`src/rtl/cbs_pkg.sv`:
```
`timescale 1ns/1ps
package cbs_pkg;

   localparam int BYTE_W = 8;

   typedef enum logic [1:0] {
      SND_IDLE  = 2'd0,
      SND_ARMED = 2'd1,
      SND_BYTE  = 2'd2
   } snd_state_t;

endpackage

```
`src/rtl/cbs_result_reg.sv`:
```
`timescale 1ns/1ps
module cbs_result_reg #(
   parameter int DW = 24
) (
   input  logic          clk,
   input  logic          rst_n,
   input  logic          latch_i,
   input  logic          inhibit_i,
   input  logic [DW-1:0] result_i,
   output logic [DW-1:0] data_o,
   output logic          status_o
);

   logic          take;
   logic [DW-1:0] data_q;

   assign take     = latch_i && !inhibit_i;
   assign status_o = !take;
   assign data_o   = data_q;

   always_ff @(posedge clk or negedge rst_n) begin
      if (!rst_n) begin
         data_q <= '0;
      end else if (take) begin
         data_q <= result_i;
      end
   end

   AST_STATUS_HOLD: assert property (@(posedge clk) disable iff (!rst_n)
      status_o |=> $stable(data_q));

   AST_LATCH_BLOCKED: assert property (@(posedge clk) disable iff (!rst_n)
      inhibit_i |=> $stable(data_q));

endmodule

```
`src/rtl/cbs_send_fsm.sv`:
```
`timescale 1ns/1ps
module cbs_send_fsm
   import cbs_pkg::*;
#(
   parameter int NBYTES = 3,
   localparam int IDX_W = (NBYTES > 1) ? $clog2(NBYTES) : 1
) (
   input  logic             clk,
   input  logic             rst_n,
   input  logic             mode_i,
   input  logic             ready_i,
   input  logic             latch_i,
   input  logic             acked_i,
   output logic             hs_o,
   output logic             active_o,
   output logic [IDX_W-1:0] cur_o,
   output logic             ld_n_o,
   output logic             tok_o
);

   localparam logic [IDX_W-1:0] LAST_IDX = IDX_W'(NBYTES - 1);

   snd_state_t       state_q;
   logic [IDX_W-1:0] cur_q;
   logic             ld_n_q;
   logic             tok_q;
   logic             mode_q;
   logic             start_req;

   assign start_req = (latch_i && mode_i) || (mode_i && !mode_q);

   always_ff @(posedge clk or negedge rst_n) begin
      if (!rst_n) begin
         state_q <= SND_IDLE;
         cur_q   <= '0;
         ld_n_q  <= 1'b1;
         tok_q   <= 1'b0;
         mode_q  <= 1'b0;
      end else begin
         mode_q <= mode_i;
         unique case (state_q)
            SND_IDLE: begin
               if (start_req) state_q <= SND_ARMED;
            end
            SND_ARMED: begin
               if (ready_i) begin
                  state_q <= SND_BYTE;
                  cur_q   <= LAST_IDX;
                  ld_n_q  <= 1'b0;
                  tok_q   <= ~tok_q;
               end
            end
            SND_BYTE: begin
               ld_n_q <= 1'b1;
               if (acked_i) begin
                  if (cur_q == '0) begin
                     state_q <= SND_IDLE;
                  end else begin
                     cur_q  <= cur_q - IDX_W'(1);
                     ld_n_q <= 1'b0;
                     tok_q  <= ~tok_q;
                  end
               end
            end
            default: state_q <= SND_IDLE;
         endcase
      end
   end

   assign hs_o     = (state_q != SND_IDLE);
   assign active_o = (state_q == SND_BYTE);
   assign cur_o    = cur_q;
   assign ld_n_o   = ld_n_q;
   assign tok_o    = tok_q;

   AST_LOAD_ONE_CYCLE: assert property (@(posedge clk) disable iff (!rst_n)
      !ld_n_q |=> ld_n_q);

   AST_ENTRY_BY_LATCH: assert property (@(posedge clk) disable iff (!rst_n)
      (state_q == SND_IDLE && latch_i && mode_i) |=> hs_o);

   AST_ENTRY_BY_RISE: assert property (@(posedge clk) disable iff (!rst_n)
      (state_q == SND_IDLE && mode_i && !mode_q) |=> hs_o);

   AST_STALL_HOLDS: assert property (@(posedge clk) disable iff (!rst_n)
      (state_q == SND_BYTE && !acked_i) |=> (state_q == SND_BYTE && $stable(cur_q)));

   AST_DESCENDING: assert property (@(posedge clk) disable iff (!rst_n)
      (state_q == SND_BYTE && acked_i && cur_q != '0) |=> (cur_q == $past(cur_q) - IDX_W'(1)));

   AST_EXIT_AFTER_LOW: assert property (@(posedge clk) disable iff (!rst_n)
      (state_q == SND_BYTE && acked_i && cur_q == '0) |=> (state_q == SND_IDLE));

endmodule

```
`src/rtl/cbs_ack_sampler.sv`:
```
`timescale 1ns/1ps
module cbs_ack_sampler (
   input  logic clk,
   input  logic rst_n,
   input  logic active_i,
   input  logic ld_n_i,
   input  logic ready_i,
   input  logic tok_i,
   output logic acked_o
);

   logic ack_tok_q;

   always_ff @(negedge clk or negedge rst_n) begin
      if (!rst_n) begin
         ack_tok_q <= 1'b0;
      end else if (active_i && ld_n_i && ready_i) begin
         ack_tok_q <= tok_i;
      end
   end

   assign acked_o = active_i && (ack_tok_q == tok_i);

endmodule

```
`src/rtl/cbs_pad_ctrl.sv`:
```
`timescale 1ns/1ps
module cbs_pad_ctrl #(
   parameter int NBYTES = 3,
   localparam int IDX_W = (NBYTES > 1) ? $clog2(NBYTES) : 1
) (
   input  logic              clk,
   input  logic              rst_n,
   input  logic              hs_i,
   input  logic              mode_i,
   input  logic              active_i,
   input  logic [IDX_W-1:0]  cur_i,
   input  logic              acked_i,
   input  logic              ld_n_i,
   input  logic              dir_ce_n_i,
   input  logic [NBYTES-1:0] dir_ben_n_i,
   output logic              ctl_oe_o,
   output logic              ce_ld_n_o,
   output logic [NBYTES-1:0] ben_n_o,
   output logic [NBYTES-1:0] bus_oe_o
);

   assign ctl_oe_o  = hs_i || mode_i;
   assign ce_ld_n_o = ctl_oe_o ? ld_n_i : 1'b1;

   for (genvar i = 0; i < NBYTES; i++) begin : g_lane
      logic sel;
      assign sel         = active_i && (cur_i == IDX_W'(i));
      assign ben_n_o[i]  = ctl_oe_o ? !sel : 1'b1;
      assign bus_oe_o[i] = ctl_oe_o ? (sel && !acked_i)
                                    : (!dir_ce_n_i && !dir_ben_n_i[i]);
   end

   AST_ONE_SELECT: assert property (@(posedge clk) disable iff (!rst_n)
      $onehot0(~ben_n_o));

   AST_BUS_UNDER_SELECT: assert property (@(posedge clk) disable iff (!rst_n)
      (hs_i && (|bus_oe_o)) |-> (|(bus_oe_o & ~ben_n_o)));

   AST_DRIVEN_QUIET: assert property (@(posedge clk) disable iff (!rst_n)
      (ctl_oe_o && !hs_i) |-> (bus_oe_o == '0 && (&ben_n_o) && ce_ld_n_o));

endmodule

```
`src/rtl/conv_byte_sender.sv`:
```
`timescale 1ns/1ps
module conv_byte_sender
   import cbs_pkg::*;
#(
   parameter int NBYTES = 3,
   localparam int DW    = BYTE_W * NBYTES,
   localparam int IDX_W = (NBYTES > 1) ? $clog2(NBYTES) : 1
) (
   input  logic              clk,
   input  logic              rst_n,
   input  logic              mode_i,
   input  logic              ready_i,
   input  logic              latch_i,
   input  logic [DW-1:0]     result_i,
   input  logic              dir_ce_n_i,
   input  logic [NBYTES-1:0] dir_ben_n_i,
   output logic [DW-1:0]     data_o,
   output logic              status_o,
   output logic              ctl_oe_o,
   output logic              ce_ld_n_o,
   output logic [NBYTES-1:0] ben_n_o,
   output logic [NBYTES-1:0] bus_oe_o
);

   if (NBYTES < 2 || NBYTES > 3) begin : g_bad_cfg
      $error("conv_byte_sender: NBYTES must be 2 or 3");
   end

   logic             hs;
   logic             active;
   logic [IDX_W-1:0] cur;
   logic             ld_n;
   logic             tok;
   logic             acked;

   cbs_result_reg #(.DW(DW)) i_result (
      .clk       (clk),
      .rst_n     (rst_n),
      .latch_i   (latch_i),
      .inhibit_i (hs),
      .result_i  (result_i),
      .data_o    (data_o),
      .status_o  (status_o)
   );

   cbs_send_fsm #(.NBYTES(NBYTES)) i_fsm (
      .clk      (clk),
      .rst_n    (rst_n),
      .mode_i   (mode_i),
      .ready_i  (ready_i),
      .latch_i  (latch_i),
      .acked_i  (acked),
      .hs_o     (hs),
      .active_o (active),
      .cur_o    (cur),
      .ld_n_o   (ld_n),
      .tok_o    (tok)
   );

   cbs_ack_sampler i_ack (
      .clk      (clk),
      .rst_n    (rst_n),
      .active_i (active),
      .ld_n_i   (ld_n),
      .ready_i  (ready_i),
      .tok_i    (tok),
      .acked_o  (acked)
   );

   cbs_pad_ctrl #(.NBYTES(NBYTES)) i_pads (
      .clk         (clk),
      .rst_n       (rst_n),
      .hs_i        (hs),
      .mode_i      (mode_i),
      .active_i    (active),
      .cur_i       (cur),
      .acked_i     (acked),
      .ld_n_i      (ld_n),
      .dir_ce_n_i  (dir_ce_n_i),
      .dir_ben_n_i (dir_ben_n_i),
      .ctl_oe_o    (ctl_oe_o),
      .ce_ld_n_o   (ce_ld_n_o),
      .ben_n_o     (ben_n_o),
      .bus_oe_o    (bus_oe_o)
   );

endmodule

```
`config.mk`:
```
export PLATFORM = sky130hd
export DESIGN_NAME = conv_byte_sender
export DESIGN_NICKNAME = d
export VERILOG_FILES = /design/src/rtl/cbs_pkg.sv /design/src/rtl/cbs_result_reg.sv /design/src/rtl/cbs_send_fsm.sv /design/src/rtl/cbs_ack_sampler.sv /design/src/rtl/cbs_pad_ctrl.sv /design/src/rtl/conv_byte_sender.sv
export SDC_FILE = /design/constraint.sdc
export NUM_CORES = 1
export LEC_CHECK = 0
export CORE_ASPECT_RATIO = 0.75
export CORE_MARGIN = 2
export CORE_UTILIZATION = 44
export CTS_CLUSTER_DIAMETER = 100
export CTS_CLUSTER_SIZE = 20
export DETAILED_ROUTE_END_ITERATION = 7
export PLACE_DENSITY_LB_ADDON = 0.3
export SLEW_MARGIN = 25
export SYNTH_ARGS = -nofsm -noshare
export SYNTH_HDL_FRONTEND = slang
export SYNTH_SLANG_ARGS = --single-unit
```
`constraint.sdc`:
```
create_clock -name clk -period 3.27 [get_ports clk]
set_input_delay 0.654 -clock clk [delete_from_list [all_inputs] [get_ports clk]]
set_output_delay 0.654 -clock clk [all_outputs]
set_load 0.005 [all_outputs]
```
### Word-level counts from Yosys, hierarchy flattened

Cells that the tools add are included.

* bitwise operators: 1
* muxes and demuxes: 23
* reductions and logical operators: 35
* equal/unequal tests: 10
* add/sub/neg operators: 1

Operator list (number)
* $logic_and 1x1->1: 15
* $mux 1: 13
* $mux 2: 6
* $logic_not 1->1: 11
* $reduce_and 4->1: 2
* $ne 2x2->1 const B: 3
* $pmux 2 s3: 1
* $eq 2x1->1 const B: 2
* $eq 2x2->1 const B: 2
* $logic_not 2->1: 2
* $ne 2x1->1 const B: 2
* $pmux 1 s2: 2
* $pmux 2 s2: 1
* $reduce_bool 2->1: 2
* $logic_or 1x1->1: 2
* $reduce_and 2->1: 1
* $sub 2x1->2 const B: 1
* $eq 1x1->1: 1
* $not 1->1: 1

* register bits: 32
* output and inout bits: 33
* logic and storage cells: 77
* input bits: 33

### Longest topological paths before layout

* depth in word-level cells: 5
* gate-level depth with buffers: 5
* mapped depth without buffers: 5

### Cells and area by module

Synthesis repeated with hierarchy kept, for this count alone.

* cell total of the unflattened synthesis: 105
* area, all modules: 1516.5 µm²

By module, submodules not included
* cbs_result_reg: instances 1, area each 1011.0 µm², cells each 53, seq. area each 600.6 µm²
* cbs_send_fsm: instances 1, area each 344.1 µm², cells each 34, seq. area each 176.4 µm²
* cbs_pad_ctrl: instances 1, area each 100.1 µm², cells each 13, seq. area each 0.0 µm²
* cbs_ack_sampler: instances 1, area each 61.3 µm², cells each 5, seq. area each 25.0 µm²

==> results by group <==
Outcome
  – Status: complete, but fails checks
  – Failing checks: setup timing

Route
  – Detail Route Antenna Nets: 0
  – DR pass1 iterations: 4
  – DR WL/cell: 15.1 um
  – Drt drc: 0
  – Vias: about 1100
  – DR vias/cell: 5.06
  – 1st-iter DRT viols: 60
  – Total wire length: between 3000 and 4000 um

Timing
  – Slew @ Worst Pin: 377 ps
  – Unrepaired setup endpoints after global routing: yes
  – Finish-stage setup viols: 3
  – Final WS setup: -170 ps
  – Final setup skew: around 11 ps
  – Fin. max-slew vios: 0
  – Final Hold Viols: 0
  – Rel. slew slack: 74.9%

GRT
  – GRT busiest layer: met2
  – Initial antenna violation count: 0
  – Vias in the first global route: 1146
  – M3 GR Usage: 6.29%
  – Largest net degree at the start of global routing: 32
  – M2 GR Usage: 34.9%
  – First-pass GRT wire length: 5520 um
  – Total global routing overflow: 0
  – Total track usage: 20.0%
  – Met1 Use GR: 24.0%

Synthesis
  – Simple-gate portion of the synthesized area: around 12%
  – Post-Synth Adder-Cell Area: 2.63%
  – Yosys reg bits: 32
  – Top post-synthesis cells by area: dfrtp_1 (53%), mux2_2 (19%), ha_1 (2.6%)
  – Complex-gate fraction of the synthesized area: between 4 and 5%
  – Largest family of logic cells by synthesized area: multiplexers
  – Mapped cell area: 1430 um^2
  – Syn Inst Count: about 110
  – Commonest cells post-synth: dfrtp_1 (30), mux2_2 (24), nand2_1 (5)
  – Post-synthesis average cell area: 13.4 um^2
  – Top-count cell post-synth: dfrtp_1
  – Mux cell area share after synthesis: approximately 20%
  – YS warnings: 0
  – Post-synth top area share: 52.7%
  – Sequential share of the synthesized area: a little under three fifths
  – Cell taking the most area after synthesis: dfrtp_1
  – Synth Net Count: 142
  – Synth unique cells: 31
  – Number of flops mapped to enable cells by yosys: 0
  – Ys async rst share: 100%
  – Xor and xnor area share after synthesis: 0.615%
  – Top_reg_cell synth: dfrtp_1

Worst setup path
  – Largest stage delay on the critical path: around 450 ps
  – Crit Path Class: reg2out
  – Worst-path cell chain: xnor2_2, o22ai_1, buf_2
  – CP Capture Type: output port
  – Worst path required time: 2620 ps
  – CP arrival: between 2000 and 3000 ps
  – FF-to-FF path depth: 4
  – Crit path depth: 3
  – Startpoint types: register
  – Worst reg2reg startpoint: i_ack.ack_tok_q
  – CP top delay family: flip-flops
  – CP startpoint: i_ack.ack_tok_q
  – Critical Path Slowest Stage Cell: dfrtn_1
  – WP buf/inv: 1
  – Crit-path max FO: 4

Placed design
  – Post-Place Cells: 212
  – HPWL Detailed: roughly 2600 um
  – Placement Cell Area: 2140 um^2
  – Dpl ws: -275 ps
  – Placer congestion estimate: around 0.8
  – Buffers on Ports: 65

Layout
  – Fin cells: 221
  – Share of cells above drive strength 1: 25.1%
  – Antenna Cells: 0
  – Layout area overhead: 55.8%
  – Final Instance Area: between 2000 and 2500 um^2
  – Final core area utilization: 73.5%
  – Nets: 218

Clock tree
  – CTS H-Tree Depth: 2
  – Clk Latency, worst-skew pair: 290 ps
  – Total CTS buffers: 5
  – Maximum clock path buffer count: 2
  – CTS root buf: clkbuf_8
  – # clock sinks: 32
  – CTS tree: done
  – Clock-pin slew on the worst setup and hold paths: approximately 60 ps

Floorplanning
  – Die ar.: 3710 um^2
  – Die X: 69.7 um
  – Row count: 17
  – Core Box Area: around 3000 um^2
  – Initial Util: 47.2%
  – Die Y: 53.3 um
  – Ports: 66

Power
  – Leakage: about 0.94 nW
  – Peak supply drop: 461 uV
  – Power Dens Cells: 878 nW/um^2

Job
  – Max cap viols: 0

Hold path
  – Min-delay src: i_result.data_o[5]
  – Hold path cells: 1
  – Hold Path Class: reg2reg
cell type report:
class                      count  area [um^2]
clock buffer                   7         76.3
inverter                       3         11.3
tap                           38         47.5
multi-input combinational     67          582
timing repair buffer          73          696
fill                         229          801
clock inverter                 1         5.00
sequential                    32          802
metrics by stage:
step / power [mW] / hold WS, ps / setup TNS [ps]
finish: 1.95 / 496 / -493
global route: 2.09 / 518 / -702
detailed placement: 1.67 / 493 / -803
global placement: 1.62 / 477 / -629
floorplan: 1.13 / 358 / 0
CTS: 1.97 / 507 / -514
worst register-to-register path, stage by stage, from the launching register on:
cell and delay [ps]:
dfrtn_1 370, xnor2_2 240, buf_4 170, and3_1 190
mux2i_1 190
placed cells by master, fill, tap and decap left out, types with 4 or more instances in the layout:
| cell type | instances |
|---|---|
| a21oi_1 | 4 |
| clkbuf_8 | 5 |
| nand2_1 | 5 |
| mux2_2 | 24 |
| buf_4 | 8 |
| clkdlybuf4s50_1 | 62 |
| dfrtp_1 | 30 |
repair_timing:
item / in CTS / in global routing
endpoints found under the setup margin: 3 / 3
cloned: 0 / 0
pin swaps: 4 / 1
hold buffers: 0 / 0
resized for setup: 13 / 0
setup buffers: 1 / 0
state kept, by name, summed over array words and instances, names as in the netlist:
name,cells
i_ack.ack_tok_q,1
i_fsm.state_q,2
i_fsm.cur_o,2
i_result.data_o,24
i_fsm.ld_n_o,1
i_fsm.mode_q,1
i_fsm.tok_o,1
where the power goes:
part | internal [mW] | switching (mW) | total, mW
Clock | 0.149 | 0.137 | 0.286
Combinational | 0.621 | 0.329 | 0.950
Sequential | 0.594 | 0.118 | 0.712
Total | 1.36 | 0.584 | 1.95
metal layers:
metal  wire length [um]  vias up
li1                   -      525
met1               1410      545
met2               1690       42
met3                207        6
met4                 42        0
met5                  0        -
cell families (layout without fill, tap and decap cells):
logic type                 after synthesis  after routing
adders and majority gates                3              3
buffers and inverters                    7             84
muxes                                   26             26
AOI/OAI and AO/OA                       11             11
DFF                                     32             32
xor gates and xnor gates                 1              1
and+or+nand+nor                         26             26
path summary, 6_finish.rpt:
path	slack, ps	end
max	-170	bus_oe_o[0]
min	500	i_result.data_o[5]
max reg2reg	390	i_fsm.cur_o[1]
min reg2reg	500	i_result.data_o[5]
max in group asynchronous	1010	i_ack.ack_tok_q
min in group asynchronous	890	i_fsm.mode_q
Note: power is estimated with default switching activity, not from simulation.
